--- src/rtl/ir_carrier_pkg.sv ---
package ir_carrier_pkg;

  // Width of counter, reload and compare values.
  parameter int unsigned CNT_W = 8;

  // State of the registered output stage.
  typedef enum logic [1:0] {
    PH_IDLE = 2'd0,
    PH_HIGH = 2'd1,
    PH_LOW  = 2'd2
  } ir_phase_e;

endpackage

--- src/rtl/ir_carrier_regs.sv ---
module ir_carrier_regs
  import ir_carrier_pkg::*;
#(
  parameter int unsigned W = CNT_W
) (
  input  logic         clk,
  input  logic         rst_n,
  input  logic         reload_we,
  input  logic [W-1:0] reload_wdata,
  input  logic         duty_we,
  input  logic [W-1:0] duty_wdata,
  input  logic         load_act,
  output logic [W-1:0] reload_stg_o,
  output logic [W-1:0] reload_act_o,
  output logic [W-1:0] duty_act_o
);

  logic [W-1:0] reload_stg_q, reload_stg_d;
  logic [W-1:0] duty_stg_q,   duty_stg_d;
  logic [W-1:0] reload_act_q, reload_act_d;
  logic [W-1:0] duty_act_q,   duty_act_d;

  // Next-state: staging follows write strobes, active follows load_act.
  always_comb begin
    reload_stg_d = reload_stg_q;
    duty_stg_d   = duty_stg_q;
    reload_act_d = reload_act_q;
    duty_act_d   = duty_act_q;
    if (reload_we) reload_stg_d = reload_wdata;
    if (duty_we)   duty_stg_d   = duty_wdata;
    if (load_act) begin
      reload_act_d = reload_stg_q;
      duty_act_d   = duty_stg_q;
    end
  end

  always_ff @(posedge clk or negedge rst_n) begin
    if (!rst_n) begin
      reload_stg_q <= '0;
      duty_stg_q   <= '0;
      reload_act_q <= '0;
      duty_act_q   <= '0;
    end else begin
      if (reload_we) reload_stg_q <= reload_stg_d;
      if (duty_we)   duty_stg_q   <= duty_stg_d;
      if (load_act) begin
        reload_act_q <= reload_act_d;
        duty_act_q   <= duty_act_d;
      end
    end
  end

  assign reload_stg_o = reload_stg_q;
  assign reload_act_o = reload_act_q;
  assign duty_act_o   = duty_act_q;

  // Active values hold whenever no load is requested.
  assert_shadow_hold_R5: assert property (@(posedge clk) disable iff (!rst_n)
    !load_act |=> ($stable(reload_act_q) && $stable(duty_act_q)));

endmodule

--- src/rtl/ir_carrier_counter.sv ---
module ir_carrier_counter
  import ir_carrier_pkg::*;
#(
  parameter int unsigned W = CNT_W
) (
  input  logic         clk,
  input  logic         rst_n,
  input  logic         enable,
  input  logic [W-1:0] reload_val,
  output logic [W-1:0] cnt_o,
  output logic         wrap_o
);

  localparam logic [W-1:0] CNT_MAX = {W{1'b1}};
  localparam logic [W-1:0] CNT_ONE = {{(W-1){1'b0}}, 1'b1};

  logic [W-1:0] cnt_q, cnt_d;
  logic         at_top;

  assign at_top = (cnt_q == CNT_MAX);

  always_comb begin
    cnt_d = cnt_q;
    if (!enable) begin
      cnt_d = reload_val;
    end else if (at_top) begin
      cnt_d = reload_val;
    end else begin
      cnt_d = cnt_q + CNT_ONE;
    end
  end

  always_ff @(posedge clk or negedge rst_n) begin
    if (!rst_n) cnt_q <= '0;
    else        cnt_q <= cnt_d;
  end

  assign cnt_o  = cnt_q;
  assign wrap_o = enable && at_top;

  assert_count_step_R2: assert property (@(posedge clk) disable iff (!rst_n)
    (enable && cnt_q != CNT_MAX) |=> (cnt_q == $past(cnt_q) + CNT_ONE));

  assert_wrap_reload_R2: assert property (@(posedge clk) disable iff (!rst_n)
    (enable && cnt_q == CNT_MAX) |=> (cnt_q == $past(reload_val)));

  assert_hold_reload_R6: assert property (@(posedge clk) disable iff (!rst_n)
    !enable |=> (cnt_q == $past(reload_val)));

endmodule

--- src/rtl/ir_carrier_phase.sv ---
module ir_carrier_phase
  import ir_carrier_pkg::*;
#(
  parameter int unsigned W = CNT_W
) (
  input  logic         clk,
  input  logic         rst_n,
  input  logic         enable,
  input  logic [W-1:0] cnt,
  input  logic [W-1:0] duty,
  output logic         out_o
);

  ir_phase_e phase_q, phase_d;

  always_comb begin
    if (!enable)          phase_d = PH_IDLE;
    else if (cnt < duty)  phase_d = PH_HIGH;
    else                  phase_d = PH_LOW;
  end

  always_ff @(posedge clk or negedge rst_n) begin
    if (!rst_n) phase_q <= PH_IDLE;
    else        phase_q <= phase_d;
  end

  assign out_o = (phase_q == PH_HIGH);

  assert_idle_low_R6: assert property (@(posedge clk) disable iff (!rst_n)
    !enable |=> !out_o);

endmodule

--- src/rtl/ir_carrier_gen.sv ---
module ir_carrier_gen
  import ir_carrier_pkg::*;
#(
  parameter int unsigned W = CNT_W
) (
  input  logic         clk,
  input  logic         rst_n,
  input  logic         enable,
  input  logic         reload_we,
  input  logic [W-1:0] reload_wdata,
  input  logic         duty_we,
  input  logic [W-1:0] duty_wdata,
  output logic         carrier_out
);

  localparam logic [W-1:0] CNT_MAX = {W{1'b1}};

  logic [W-1:0] reload_stg;
  logic [W-1:0] reload_act;
  logic [W-1:0] duty_act;
  logic [W-1:0] cnt;
  logic         wrap;
  logic         load_act;

  assign load_act = !enable || wrap;

  ir_carrier_regs #(.W(W)) u_regs (
    .clk          (clk),
    .rst_n        (rst_n),
    .reload_we    (reload_we),
    .reload_wdata (reload_wdata),
    .duty_we      (duty_we),
    .duty_wdata   (duty_wdata),
    .load_act     (load_act),
    .reload_stg_o (reload_stg),
    .reload_act_o (reload_act),
    .duty_act_o   (duty_act)
  );

  ir_carrier_counter #(.W(W)) u_counter (
    .clk        (clk),
    .rst_n      (rst_n),
    .enable     (enable),
    .reload_val (reload_stg),
    .cnt_o      (cnt),
    .wrap_o     (wrap)
  );

  ir_carrier_phase #(.W(W)) u_phase (
    .clk    (clk),
    .rst_n  (rst_n),
    .enable (enable),
    .cnt    (cnt),
    .duty   (duty_act),
    .out_o  (carrier_out)
  );

  // The cycle after the counter sits at its top, the carrier is low.
  assert_low_after_top_R4: assert property (@(posedge clk) disable iff (!rst_n)
    (enable && cnt == CNT_MAX) |=> !carrier_out);

  // Compare at or below reload never yields a high cycle.
  assert_duty_le_reload_R8: assert property (@(posedge clk) disable iff (!rst_n)
    (enable && duty_act <= reload_act) |=> !carrier_out);

  // The counter never sits below the active reload value while running.
  assert_cnt_in_window_R2: assert property (@(posedge clk) disable iff (!rst_n)
    (enable && $past(enable)) |-> (cnt >= reload_act));

endmodule

--- config.mk ---
export PLATFORM = sky130hd
export DESIGN_NAME = ir_carrier_gen
export DESIGN_NICKNAME = d
export VERILOG_FILES = /design/src/rtl/ir_carrier_pkg.sv /design/src/rtl/ir_carrier_regs.sv /design/src/rtl/ir_carrier_counter.sv /design/src/rtl/ir_carrier_phase.sv /design/src/rtl/ir_carrier_gen.sv
export SDC_FILE = /design/constraint.sdc
export NUM_CORES = 1
export LEC_CHECK = 0
export ABC_AREA = 1
export CAP_MARGIN = 20
export CORE_MARGIN = 1.5
export CORE_UTILIZATION = 60
export CTS_CLUSTER_SIZE = 12
export DETAILED_ROUTE_END_ITERATION = 6
export DONT_BUFFER_PORTS = 1
export GPL_TIMING_DRIVEN = 0
export PLACE_DENSITY = 0.76
export SYNTH_ARGS = -nofsm -noshare
export SYNTH_HDL_FRONTEND = slang
export SYNTH_HIERARCHICAL = 1
export SYNTH_SLANG_ARGS = --single-unit
--- constraint.sdc ---
create_clock -name clk -period 4.88 [get_ports clk]
set_clock_uncertainty 0.2 [all_clocks]
set_input_delay 0.488 -clock clk [delete_from_list [all_inputs] [get_ports clk]]
set_output_delay 0.488 -clock clk [all_outputs]
set_load 0.005 [all_outputs]
==> summary.md <==
The internal power of the cells totals 431 uW. The run gives 1730 um^2 as the mapped cell area. Entering global routing, the biggest net connects 35 pins. The tree is rooted in a clkbuf_4. The run gives 4.92 ns as the data required time of the worst path. The smallest clock period supported by the final layout is computed as 1.84 ns.

STA puts the critical path data arrival time at 1.89 ns. The count of non-filler cells in the finished layout was 251; the number of buffers added on ports was 0. The flow ran to the end, and the final reports show no timing, DRC or antenna violations. Average detailed-routed wire length per instance: 11.5 um. The cell count after placement was 241.

The layout has 244 filler cells. The tool flagged a number of max-cap violations equal to 0. The clock reaches the later pin of the worst-skew pair after 0.34 ns. For the final antenna-violating net count, the log shows 0.

The tools report the switching power of the nets as 183 uW. The critical path launch point was u_counter/cnt_o[0]$_DFF_PN0_. During synthesis, Yosys emitted a total of 6 warnings. In this run, the number of DRC markers left after iteration 0 of detailed routing was 37.

The type of destination of the critical path was a flip-flop. Once the clock tree was built, the resizer swapped 0 gates to a different size. A synthesized cell averages 8.24 um^2.

Setup repair after global routing left no endpoint under its margin. The via count of the first global-routing pass was 1178; the via density per instance was 4.90. The clock tree synthesis step divided the H-tree into 2 levels. In this run the critical register-to-register path is launched from u_counter/cnt_o[0]$_DFF_PN0_.

The headroom to the max-slew limit came out at 82.9%. The number of clock buffers added by TritonCTS is 5. The worst setup path is launched from a flip-flop.

Based on the critical path, the design can be clocked at up to 0.542 GHz. Combinational logic is responsible for 18.6% of the overall power. The global-route wire length before repair came out at 5.06 mm.

The clock passes through at most 2 buffers. Sequential fraction of design power: 54.9%. The initial utilization of the core area, before any placement, comes to 62.7%.

The worst register-to-register path has a setup slack of 3.04 ns. Total power for the finished layout comes to 614 uW. In the final layout, the share of cells above drive strength 1 is 12.3%.

The setup path with the least slack is of type flip-flop to flip-flop. For the number of antenna violations at the first check in global routing, the log shows 0. The logs give 0 for the final number of hold-violating endpoints and 0 for the DRC violation count after routing.

The logs give 2.12 mm for the half-perimeter wire length after placement and 22 for the I/O pin count. The share of total power in the clock network was 26.4%. Setup total negative slack on the finished layout was measured at 0 ns. The endpoint identified for the worst register-to-register timing path is u_regs/duty_act_o[5]$_DFFE_PN0P_.

The first detailed-routing pass took 4 iterations. Global routing consumed, over all layers together, 20.7% of the routing resources. For this block, the routed nets add up to 2.88 mm of wire. The core region is 2760 um^2. The post-CTS repair timing setup buffer count was 0.

The tools report the timing endpoint of the critical path as u_regs/duty_act_o[5]$_DFFE_PN0P_. The net count after synthesis came out at 239. For this design the static power due to leakage is 1.03 nW.

TritonCTS built the clock tree. Clock tree synthesis found a total of 34 sinks. The number of antenna repair diodes is 0, and the largest fanout on the critical path is 8.

Of the total power, the share spent switching nets is 29.8%. The final clock period utilization by the worst path was 37.8%. The logs give 0 for the total congestion overflow after global routing and 3220 um^2 for the total die area. The worst-case IR drop observed on VDD is 0.250 mV. For the pin with the worst max-slew slack, the measured transition is 0.256 ns. The final layout net count is 248, and the vertical die dimension is 56.7 um. The tightest hold path in the finished design has a slack of 0.0543 ns.

After clock tree synthesis, the clock-pin slew on the worst setup and hold paths is 0.11 ns. The worst-case reg-to-reg path depth works out to 12. Summing over every cut layer, the via total after detailed routing is 1229.

The final core utilization is 67.4%. Setup violations remaining at the end of the flow were counted as 0. For the max-slew violation count, the log shows 0. The number of placement rows is 19, and the number of standard cells after synthesis is 210. Ratio of total power to cell area: 330 nW/um^2. The die is 56.7 um wide.

Relative to the synthesized area, the layout overhead comes to 7.45%. For the final estimated routing congestion in global placement, the log shows 0.762. The path class of the tightest hold or removal check is input port to flip-flop.
per-stage QoR:
step                cell area (um^2)  setup WS, ns
floorplan                       1730          3.19
finish                          1860          3.04
CTS                             1860          3.02
global route                    1860          2.90
global placement                1770          3.09
detailed placement              1770          3.03
cells in the final DEF (no fill, tap or decap), drive strengths merged:
master and n:
a21oi 9, buf 5, clkbuf 8, clkinv 1
dfrtp 34, dlygate4sd3 1, ha 8, inv 24
nand2 104, nand3 4, nor2 14, o21a 1
o21ai 5, xnor2 1, xor2 1
registers in the layout, summed over array words and instances (netlist names):
register and cells:
u_counter/cnt_o 8, u_phase/phase_q 2, u_regs/duty_act_o 8, u_regs/duty_stg_q 8
u_regs/reload_stg_o 8
worst min-delay path by stage:
stage                              from                               end  cells past startpoint
after floorplan                   rst_n      u_counter/cnt_o[0]$_DFF_PN0_                      0
after global placement            rst_n      u_counter/cnt_o[6]$_DFF_PN0_                      0
after detailed placement          rst_n      u_counter/cnt_o[6]$_DFF_PN0_                      0
after CTS                 duty_wdata[6]  u_regs/duty_stg_q[6]$_DFFE_PN0P_                      2
after global routing      duty_wdata[6]  u_regs/duty_stg_q[6]$_DFFE_PN0P_                      2
final                     duty_wdata[6]  u_regs/duty_stg_q[6]$_DFFE_PN0P_                      2
layer usage:
metal	vias to the layer above	track usage, %	routed length (um)
li1	657	-	-
met1	548	27.7	1370
met2	17	31.2	1350
met3	7	6.45	112
met4	0	8.16	46
met5	-	0	0
worst max-delay path, stage by stage, from the launching register on:
cell	delay, ns
dfrtp_1	0.42
ha_1	0.22
nand2_2	0.09
nor2_4	0.12
nand2_4	0.09
nor2_1	0.11
inv_1	0.05
nand2_1	0.06
buf_6	0.15
inv_8	0.05
buf_6	0.11
nand2_1	0.05
nand2_1	0.04
layout make-up:
class / count / area, um^2 / area share (%)
buffer: 5 / 58.8 / 3.16
clock buffer: 7 / 55.1 / 2.96
sequential: 34 / 851 / 45.8
inverter: 24 / 103 / 5.52
tap: 31 / 38.8 / 2.09
multi-input combinational: 147 / 718 / 38.6
timing repair buffer: 2 / 30.0 / 1.62
clock inverter: 1 / 5.00 / 0.269
power by group through the flow:
stage               combinational [mW]  sequential [mW]  clock [mW]
finish                           0.114            0.337       0.162
global route                     0.135            0.343       0.178
CTS                              0.115            0.338       0.169
detailed placement               0.106            0.344           0
global placement                 0.100            0.342           0
floorplan                       0.0897            0.337           0
what timing repair did:
item / 4_1_cts / 5_1_grt
endpoints found under the hold margin: 34 / 0
hold buffers: 2 / 0
endpoints found under the setup margin: 0 / 0
Note: power is estimated with default switching activity, not from simulation.
